**config.mk**
```make
export PLATFORM = sky130hd
export DESIGN_NAME = burst_strobe_gen
export DESIGN_NICKNAME = d
export VERILOG_FILES = /design/src/rtl/bsg_pkg.sv /design/src/rtl/bsg_beat_counter.sv /design/src/rtl/bsg_addr_stepper.sv /design/src/rtl/bsg_strobe_former.sv /design/src/rtl/burst_strobe_gen.sv
export SDC_FILE = /design/constraint.sdc
export NUM_CORES = 1
export LEC_CHECK = 0
export ABC_AREA = 1
export BUFFER_PORTS_ARGS = -buffer_cell sky130_fd_sc_hd__buf_4
export CAP_MARGIN = 20
export CELL_PAD_IN_SITES_DETAIL_PLACEMENT = 1
export CELL_PAD_IN_SITES_GLOBAL_PLACEMENT = 2
export CORE_MARGIN = 10
export CORE_UTILIZATION = 30
export CTS_BUF_LIST = sky130_fd_sc_hd__clkbuf_8
export CTS_CLUSTER_SIZE = 8
export DETAILED_ROUTE_END_ITERATION = 16
export PLACE_DENSITY = 0.87
export SLEW_MARGIN = 20
export SYNTH_ARGS = -nofsm -noshare
export SYNTH_HDL_FRONTEND = slang
export SYNTH_SLANG_ARGS = --single-unit
```
**constraint.sdc**
```tcl
create_clock -name clk -period 3.75 [get_ports clk]
set_input_delay 0.375 -clock clk [delete_from_list [all_inputs] [get_ports clk]]
set_output_delay 0.375 -clock clk [all_outputs]
set_load 0.02 [all_outputs]
```
**src/rtl/bsg_pkg.sv**
```systemverilog
package bsg_pkg;

  typedef enum logic {
    BK_INCR = 1'b0,
    BK_WRAP = 1'b1
  } burst_kind_e;

  typedef logic [2:0] size_code_t;

endpackage

```
**src/rtl/bsg_beat_counter.sv**
```systemverilog
module bsg_beat_counter #(
  parameter int LEN_W = 8
) (
  input  logic             clk,
  input  logic             rst_n,
  input  logic             start,
  input  logic [LEN_W-1:0] len_m1,
  input  logic             advance,
  output logic             valid,
  output logic             first,
  output logic             last,
  output logic             step
);

  logic             valid_q;
  logic             first_q;
  logic [LEN_W-1:0] left_q;

  always_ff @(posedge clk) begin
    if (!rst_n) begin
      valid_q <= 1'b0;
      first_q <= 1'b0;
      left_q  <= '0;
    end else if (start) begin
      valid_q <= 1'b1;
      first_q <= 1'b1;
      left_q  <= len_m1;
    end else if (valid_q && advance) begin
      first_q <= 1'b0;
      if (left_q == '0) begin
        valid_q <= 1'b0;
      end else begin
        left_q <= left_q - 1'b1;
      end
    end
  end

  assign valid = valid_q;
  assign first = valid_q && first_q;
  assign last  = valid_q && (left_q == '0);
  assign step  = valid_q && advance && (left_q != '0) && !start;

  // a start pulse always yields a valid beat next cycle
  p_start_loads_r2: assert property (@(posedge clk) disable iff (!rst_n)
    start |=> valid);

  // advancing on the last beat empties the block
  p_last_drop_r8: assert property (@(posedge clk) disable iff (!rst_n)
    (last && advance && !start) |=> !valid);

endmodule

```
**src/rtl/bsg_addr_stepper.sv**
```systemverilog
module bsg_addr_stepper #(
  parameter int ADDR_W = 32,
  parameter int LEN_W  = 8
) (
  input  logic                clk,
  input  logic                rst_n,
  input  logic                start,
  input  logic [ADDR_W-1:0]   start_addr,
  input  bsg_pkg::size_code_t size_code,
  input  logic                burst_kind,
  input  logic [LEN_W-1:0]    len_m1,
  input  logic                aligned_mode,
  input  logic                valid,
  input  logic                first,
  input  logic                step,
  output logic [ADDR_W-1:0]   beat_addr,
  output logic [ADDR_W-1:0]   lane_addr,
  output bsg_pkg::size_code_t size_out
);

  function automatic logic [ADDR_W-1:0] size_mask(input bsg_pkg::size_code_t s);
    return (ADDR_W'(1) << s) - ADDR_W'(1);
  endfunction

  function automatic logic [ADDR_W-1:0] round_down(input logic [ADDR_W-1:0] a,
                                                   input bsg_pkg::size_code_t s);
    return a & ~size_mask(s);
  endfunction

  function automatic logic [ADDR_W-1:0] region_mask(input logic [LEN_W-1:0] lm1,
                                                    input bsg_pkg::size_code_t s);
    return ((ADDR_W'(lm1) + ADDR_W'(1)) << s) - ADDR_W'(1);
  endfunction

  function automatic logic [ADDR_W-1:0] next_addr(input logic [ADDR_W-1:0] a,
                                                  input bsg_pkg::size_code_t s,
                                                  input logic wrap,
                                                  input logic [ADDR_W-1:0] rmask);
    logic [ADDR_W-1:0] base;
    logic [ADDR_W-1:0] inc;
    base = round_down(a, s);
    inc  = base + (ADDR_W'(1) << s);
    if (wrap) return (base & ~rmask) | (inc & rmask);
    return inc;
  endfunction

  logic [ADDR_W-1:0]   cur_q;
  logic [ADDR_W-1:0]   rmask_q;
  bsg_pkg::size_code_t size_q;
  logic                wrap_q;
  logic                amode_q;

  always_ff @(posedge clk) begin
    if (!rst_n) begin
      cur_q   <= '0;
      rmask_q <= '0;
      size_q  <= '0;
      wrap_q  <= 1'b0;
      amode_q <= 1'b0;
    end else if (start) begin
      cur_q   <= start_addr;
      rmask_q <= region_mask(len_m1, size_code);
      size_q  <= size_code;
      wrap_q  <= (burst_kind == bsg_pkg::BK_WRAP);
      amode_q <= aligned_mode;
    end else if (step) begin
      cur_q <= next_addr(cur_q, size_q, wrap_q, rmask_q);
    end
  end

  assign lane_addr = cur_q;
  assign beat_addr = (first && amode_q) ? round_down(cur_q, size_q) : cur_q;
  assign size_out  = size_q;

  // beats after the first sit on a size boundary
  p_later_aligned_r4: assert property (@(posedge clk) disable iff (!rst_n)
    (valid && !first) |-> ((beat_addr & size_mask(size_q)) == '0));

  // aligned mode presents a rounded first address
  p_amode_aligned_r7: assert property (@(posedge clk) disable iff (!rst_n)
    (valid && amode_q) |-> ((beat_addr & size_mask(size_q)) == '0));

  // a wrapping step never leaves its region
  p_wrap_region_r6: assert property (@(posedge clk) disable iff (!rst_n)
    (step && wrap_q) |=> ((cur_q & ~rmask_q) == ($past(cur_q) & ~rmask_q)));

endmodule

```
**src/rtl/bsg_strobe_former.sv**
```systemverilog
module bsg_strobe_former #(
  parameter int ADDR_W    = 32,
  parameter int BUS_BYTES = 8
) (
  input  logic                clk,
  input  logic                rst_n,
  input  logic                valid,
  input  logic [ADDR_W-1:0]   lane_addr,
  input  bsg_pkg::size_code_t size_code,
  output logic [BUS_BYTES-1:0] strb
);

  localparam int OFF_W = $clog2(BUS_BYTES);

  logic [OFF_W:0] off_x;
  logic [OFF_W:0] bytes_x;
  logic [OFF_W:0] base_x;
  logic [OFF_W:0] end_x;

  always_comb begin
    off_x   = {1'b0, lane_addr[OFF_W-1:0]};
    bytes_x = (OFF_W+1)'(1) << size_code;
    base_x  = off_x & ~(bytes_x - (OFF_W+1)'(1));
    end_x   = base_x + bytes_x;
  end

  for (genvar i = 0; i < BUS_BYTES; i++) begin : g_lane
    localparam logic [OFF_W:0] LANE = (OFF_W+1)'(i);
    assign strb[i] = valid && (LANE >= off_x) && (LANE < end_x);
  end

  // a valid beat enables between one lane and a full transfer
  p_lane_count_r10: assert property (@(posedge clk) disable iff (!rst_n)
    valid |-> (($countones(strb) >= 1) && ($countones(strb) <= int'(bytes_x))));

endmodule

```
**src/rtl/burst_strobe_gen.sv**
```systemverilog
module burst_strobe_gen #(
  parameter int ADDR_W    = 32,
  parameter int BUS_BYTES = 8,
  parameter int LEN_W     = 8
) (
  input  logic                 clk,
  input  logic                 rst_n,
  input  logic                 start,
  input  logic [ADDR_W-1:0]    start_addr,
  input  logic [2:0]           size_code,
  input  logic                 burst_kind,
  input  logic [LEN_W-1:0]     len_m1,
  input  logic                 aligned_mode,
  input  logic                 advance,
  output logic                 beat_valid,
  output logic [ADDR_W-1:0]    beat_addr,
  output logic [BUS_BYTES-1:0] beat_strb,
  output logic                 beat_last
);

  logic                valid_w;
  logic                first_w;
  logic                last_w;
  logic                step_w;
  logic [ADDR_W-1:0]   lane_addr_w;
  bsg_pkg::size_code_t size_w;

  bsg_beat_counter #(.LEN_W(LEN_W)) u_counter (
    .clk     (clk),
    .rst_n   (rst_n),
    .start   (start),
    .len_m1  (len_m1),
    .advance (advance),
    .valid   (valid_w),
    .first   (first_w),
    .last    (last_w),
    .step    (step_w)
  );

  bsg_addr_stepper #(.ADDR_W(ADDR_W), .LEN_W(LEN_W)) u_stepper (
    .clk          (clk),
    .rst_n        (rst_n),
    .start        (start),
    .start_addr   (start_addr),
    .size_code    (size_code),
    .burst_kind   (burst_kind),
    .len_m1       (len_m1),
    .aligned_mode (aligned_mode),
    .valid        (valid_w),
    .first        (first_w),
    .step         (step_w),
    .beat_addr    (beat_addr),
    .lane_addr    (lane_addr_w),
    .size_out     (size_w)
  );

  bsg_strobe_former #(.ADDR_W(ADDR_W), .BUS_BYTES(BUS_BYTES)) u_strobe (
    .clk       (clk),
    .rst_n     (rst_n),
    .valid     (valid_w),
    .lane_addr (lane_addr_w),
    .size_code (size_w),
    .strb      (beat_strb)
  );

  assign beat_valid = valid_w;
  assign beat_last  = last_w;

  // no lane is enabled without a valid beat
  p_idle_strb_zero_r8: assert property (@(posedge clk) disable iff (!rst_n)
    !beat_valid |-> (beat_strb == '0));

  // outputs hold while no step and no new request
  p_hold_r9: assert property (@(posedge clk) disable iff (!rst_n)
    (beat_valid && !advance && !start) |=> ($stable(beat_addr) && $stable(beat_strb)));

endmodule

```
==> impl_results.md <==
- Die area: about 27000 sq um
- Ant. Diodes: 0
- Crit Path Max Fanout: 7
- Met1 WL: around 11000 um
- Vias in the first global route: ~7000
- Internal power: between 1.5 and 2 mW
- Sequential share of power: 0.388
- Post-Synth XOR/XNOR Area: 0.0167
- Number of synthesized flops with an enable pin: 0
- H-tree levels: 3
- Synth Cell Area: between 6000 and 7000 sq um
- CP required: just under 4 ns
- Worst setup startpoint: u_stepper.size_out[1]
- Arr. time, crit path: roughly 3.6 ns
- Routability Congestion: roughly 0.84
- Setup WS pre-CTS: 0.341 ns
- Synth top area cells: dfxtp_1, nand2_1, nor2_1
- Max frequency: around 300 MHz
- Min-Delay Endpoint: u_stepper.amode_q
- Largest family of logic cells by synthesized area: simple AND/OR/NAND/NOR gates
- Worst hold margin: around 0.24 ns
- Nets: 1166
- Grt ovf: 0
- Max Slew Vio Count: 0
- Synth warn: 0
- Final hold violation count: 0
- Cell count after synthesis: between 1000 and 1500
- Maxcap violations: 0
- GRT Total Usage: 0.166
- Switch share: 0.351
- Fraction of the mapped netlist area in adder cells: 0.0278
- Min-delay src: aligned_mode
- Antenna viol nets, final: 0
- Outcome: complete, no violations
- Fin util: 0.365
- CTS Buf Count: 9
- Gate power share: 0.286
- Later-pin clock latency in the skew report: 0.37 ns
- Setup tns final: 0 ns
- Clk sinks: about 80
- Synth Area per Inst: between 6 and 7 sq um
- RR Endpoint: u_stepper.lane_addr[25]
- Final min period: ~3.4 ns
- Top-level port count: 91
- Hold WC Path Type: in -> reg
- Core Region: 20400 sq um
- FFs w/ async S/R, synth: 0
- Final Worst Setup Slack: about 0.36 ns
- Die height: 165 um
- Setup Fix Bufs, Post-CTS: 0
- Synth Area in Compound Gates: 0.154
- Net Switching: ~840 uW
- Area share of the largest cell type after synthesis: 0.248
- Synth Area in Simple Gates: 0.444
- Overall Power: 2.39 mW
- RSZ-0062 raised after global routing: false
- Crit. End Element: register
- Clock skew: 0.0126 ns
- Syn_nets: 1100
- DR iter-0 viols: 385
- Metal2 WL: about 10000 um
- Lkg Pwr: ~3.4 nW
- Hold path depth: 3
- Share of layout cells above drive strength 1: 0.186
- Max layer used: met4
- Pre-antenna DRT Iters: 5
- First-pass GRT wire length: 36700 um
- Drc violations: 0
- Final setup viols: 0
- Clock root cell: clkbuf_8
- Worst-path clk slew: ~0.09 ns
- Share of total power in the clock network: 0.326
- R2r setup slk: roughly 0.36 ns
- Number of library cell types mapped by synthesis: 51
- Starting density of the core: 0.308
- DP HPWL: roughly 18000 um
- Cell accounting for the most synthesized area: dfxtp_1
- CP Class: reg -> reg
- Met3 routed WL: ~900 um
- Clock Tree Buf Depth: 2
- Sequential fraction of the synthesis area: 0.248
- Vias/cell: between 4 and 5
- Wire per inst: approximately 16 um
- Worst rel slew slack: 0.341
- Layout area overhead: 18.5%
- TritonCTS clock tree: built
- Vias: roughly 7000
- Largest net degree at the start of global routing: 53
- Portion of netlist area occupied by mux cells: 0.00159
- Primary FF master, synth: dfxtp_1
- R2r startpoint: u_stepper.size_out[1]
- Buffers on Ports: 90
- Peak VDD IR: approximately 0.14 mV
- Power Density: between 300 and 400 nW/um^2
- CP Launch Type: register
- Number of register bits inferred by synthesis: 78
- Period utilisation layout: 0.903
- Initial antenna violation count: 0
- Chip width: approximately 160 um
- Worst Reg-to-Reg Cells: 20
- Least-Margin Pin Slew: slightly below 1 ns
- Post-Route WL: 22500 um
- Row cnt: 52
[how the worst max path moves through the flow]
stage and endpoint:
6_report u_stepper.lane_addr[25], 2_1_floorplan u_stepper.lane_addr[9], 5_1_grt u_stepper.lane_addr[25], 4_1_cts u_stepper.lane_addr[25]
3_3_place_gp u_stepper.lane_addr[24], 3_5_place_dp u_stepper.lane_addr[25]
[routing by layer]
metal,track usage,up-vias
li1,-,3503
met1,0.223,3270
met2,0.281,79
met3,0.0212,11
met4,0.0302,0
met5,0,-
[critical path, stage by stage (launching register included)]
cell     delay [ns]
dfxtp_1        0.42
inv_2          0.09
nand2_4        0.09
nor2_1         0.07
inv_1          0.14
ha_1           0.23
inv_1          0.09
nor4_1         0.36
xnor2_1        0.10
nand2_1        0.12
inv_1          0.06
ha_1           0.34
nand2_1        0.11
nor4_1         0.31
nand2_1        0.13
nand2_2        0.19
nand4_1        0.12
nand2_1        0.10
nand2_1        0.05
nand2_1        0.07
a21oi_2        0.05
[power groups by stage]
stage | Clock (mW) | Sequential (mW) | Combinational, mW
after detailed placement | 0 | 0.948 | 0.688
after floorplan | 0 | 0.929 | 0.463
after CTS | 0.800 | 0.929 | 0.692
final | 0.780 | 0.929 | 0.684
after global placement | 0 | 0.946 | 0.681
after global routing | 0.835 | 0.938 | 0.767
[sequential cells by signal, summed over array words and instances, names as in the netlist]
| name | count |
|---|---|
| u_counter.left_q | 8 |
| u_stepper.lane_addr | 32 |
| u_counter.valid | 1 |
| u_counter.first_q | 1 |
| u_stepper.amode_q | 1 |
| u_stepper.rmask_q | 31 |
| u_stepper.wrap_q | 1 |
| u_stepper.size_out | 3 |
[through the flow]
stage | instances | area (sq um)
global route | 1378 | 7460
floorplan | 1037 | 6290
CTS | 1378 | 7450
detailed placement | 1362 | 7210
finish | 1378 | 7460
global placement | 1362 | 7210
[layout by cell type, fill, tap and decap left out, types with 3 or more instances in the layout]
cell        n
buf_4      99
a31oi_1    14
clkbuf_8   12
nand2_1   246
o211ai_1    5
ha_1       14
nand3b_1    3
nand4_1    23
inv_2      11
nand2_2    20
o21ai_0    46
nand3_1    92
xnor2_1     6
nor2_2      3
dfxtp_1    77
a21oi_1    62
nor4_1      6
a21oi_2    15
nand3_2     9
o31ai_1     4
a22oi_1     5
nor2_4      6
nand2_4     7
nor3_1     17
inv_1     118
nor2_1    138
or2_2       8
xor2_1      6
[final cells by class]
cell class	instances	area (sq um)
repair buffers	100	763
inverters	131	492
clock buffers	12	165
clock inverters	4	76.3
flip-flops and latches	78	1560
multi-input cells	783	4060
fillers	2717	13000
well taps	270	338
[cells by family after synthesis]
family / Yosys count
simple gates: 592
mux: 1
buf+inv: 176
flops: 78
xor+xnor: 12
fa+ha+maj: 14
compound gates: 164
[synth_stat cells (3+ instances only)]
cell type	number
xnor2_1	6
nand2_2	20
buf_2	6
o211ai_1	5
inv_2	9
o31ai_1	4
nand3b_1	3
nor2_4	5
nor2_1	139
inv_1	119
dfxtp_1	78
nand3_1	92
clkinv_1	3
nand4_1	23
a22oi_1	5
nand2_4	7
a21oi_1	62
nor4_1	6
buf_1	3
a21oi_2	15
nand3_2	9
o21ai_0	46
clkbuf_1	34
a31oi_1	14
or2_2	8
ha_1	14
nor2_2	3
xor2_1	6
nand2_1	246
nor3_1	17
[what timing repair did]
item,CTS,global route
resized for setup,0,1
endpoints found under the setup margin,0,4
hold buffers,0,0
Power figures use the tool's default switching activity.
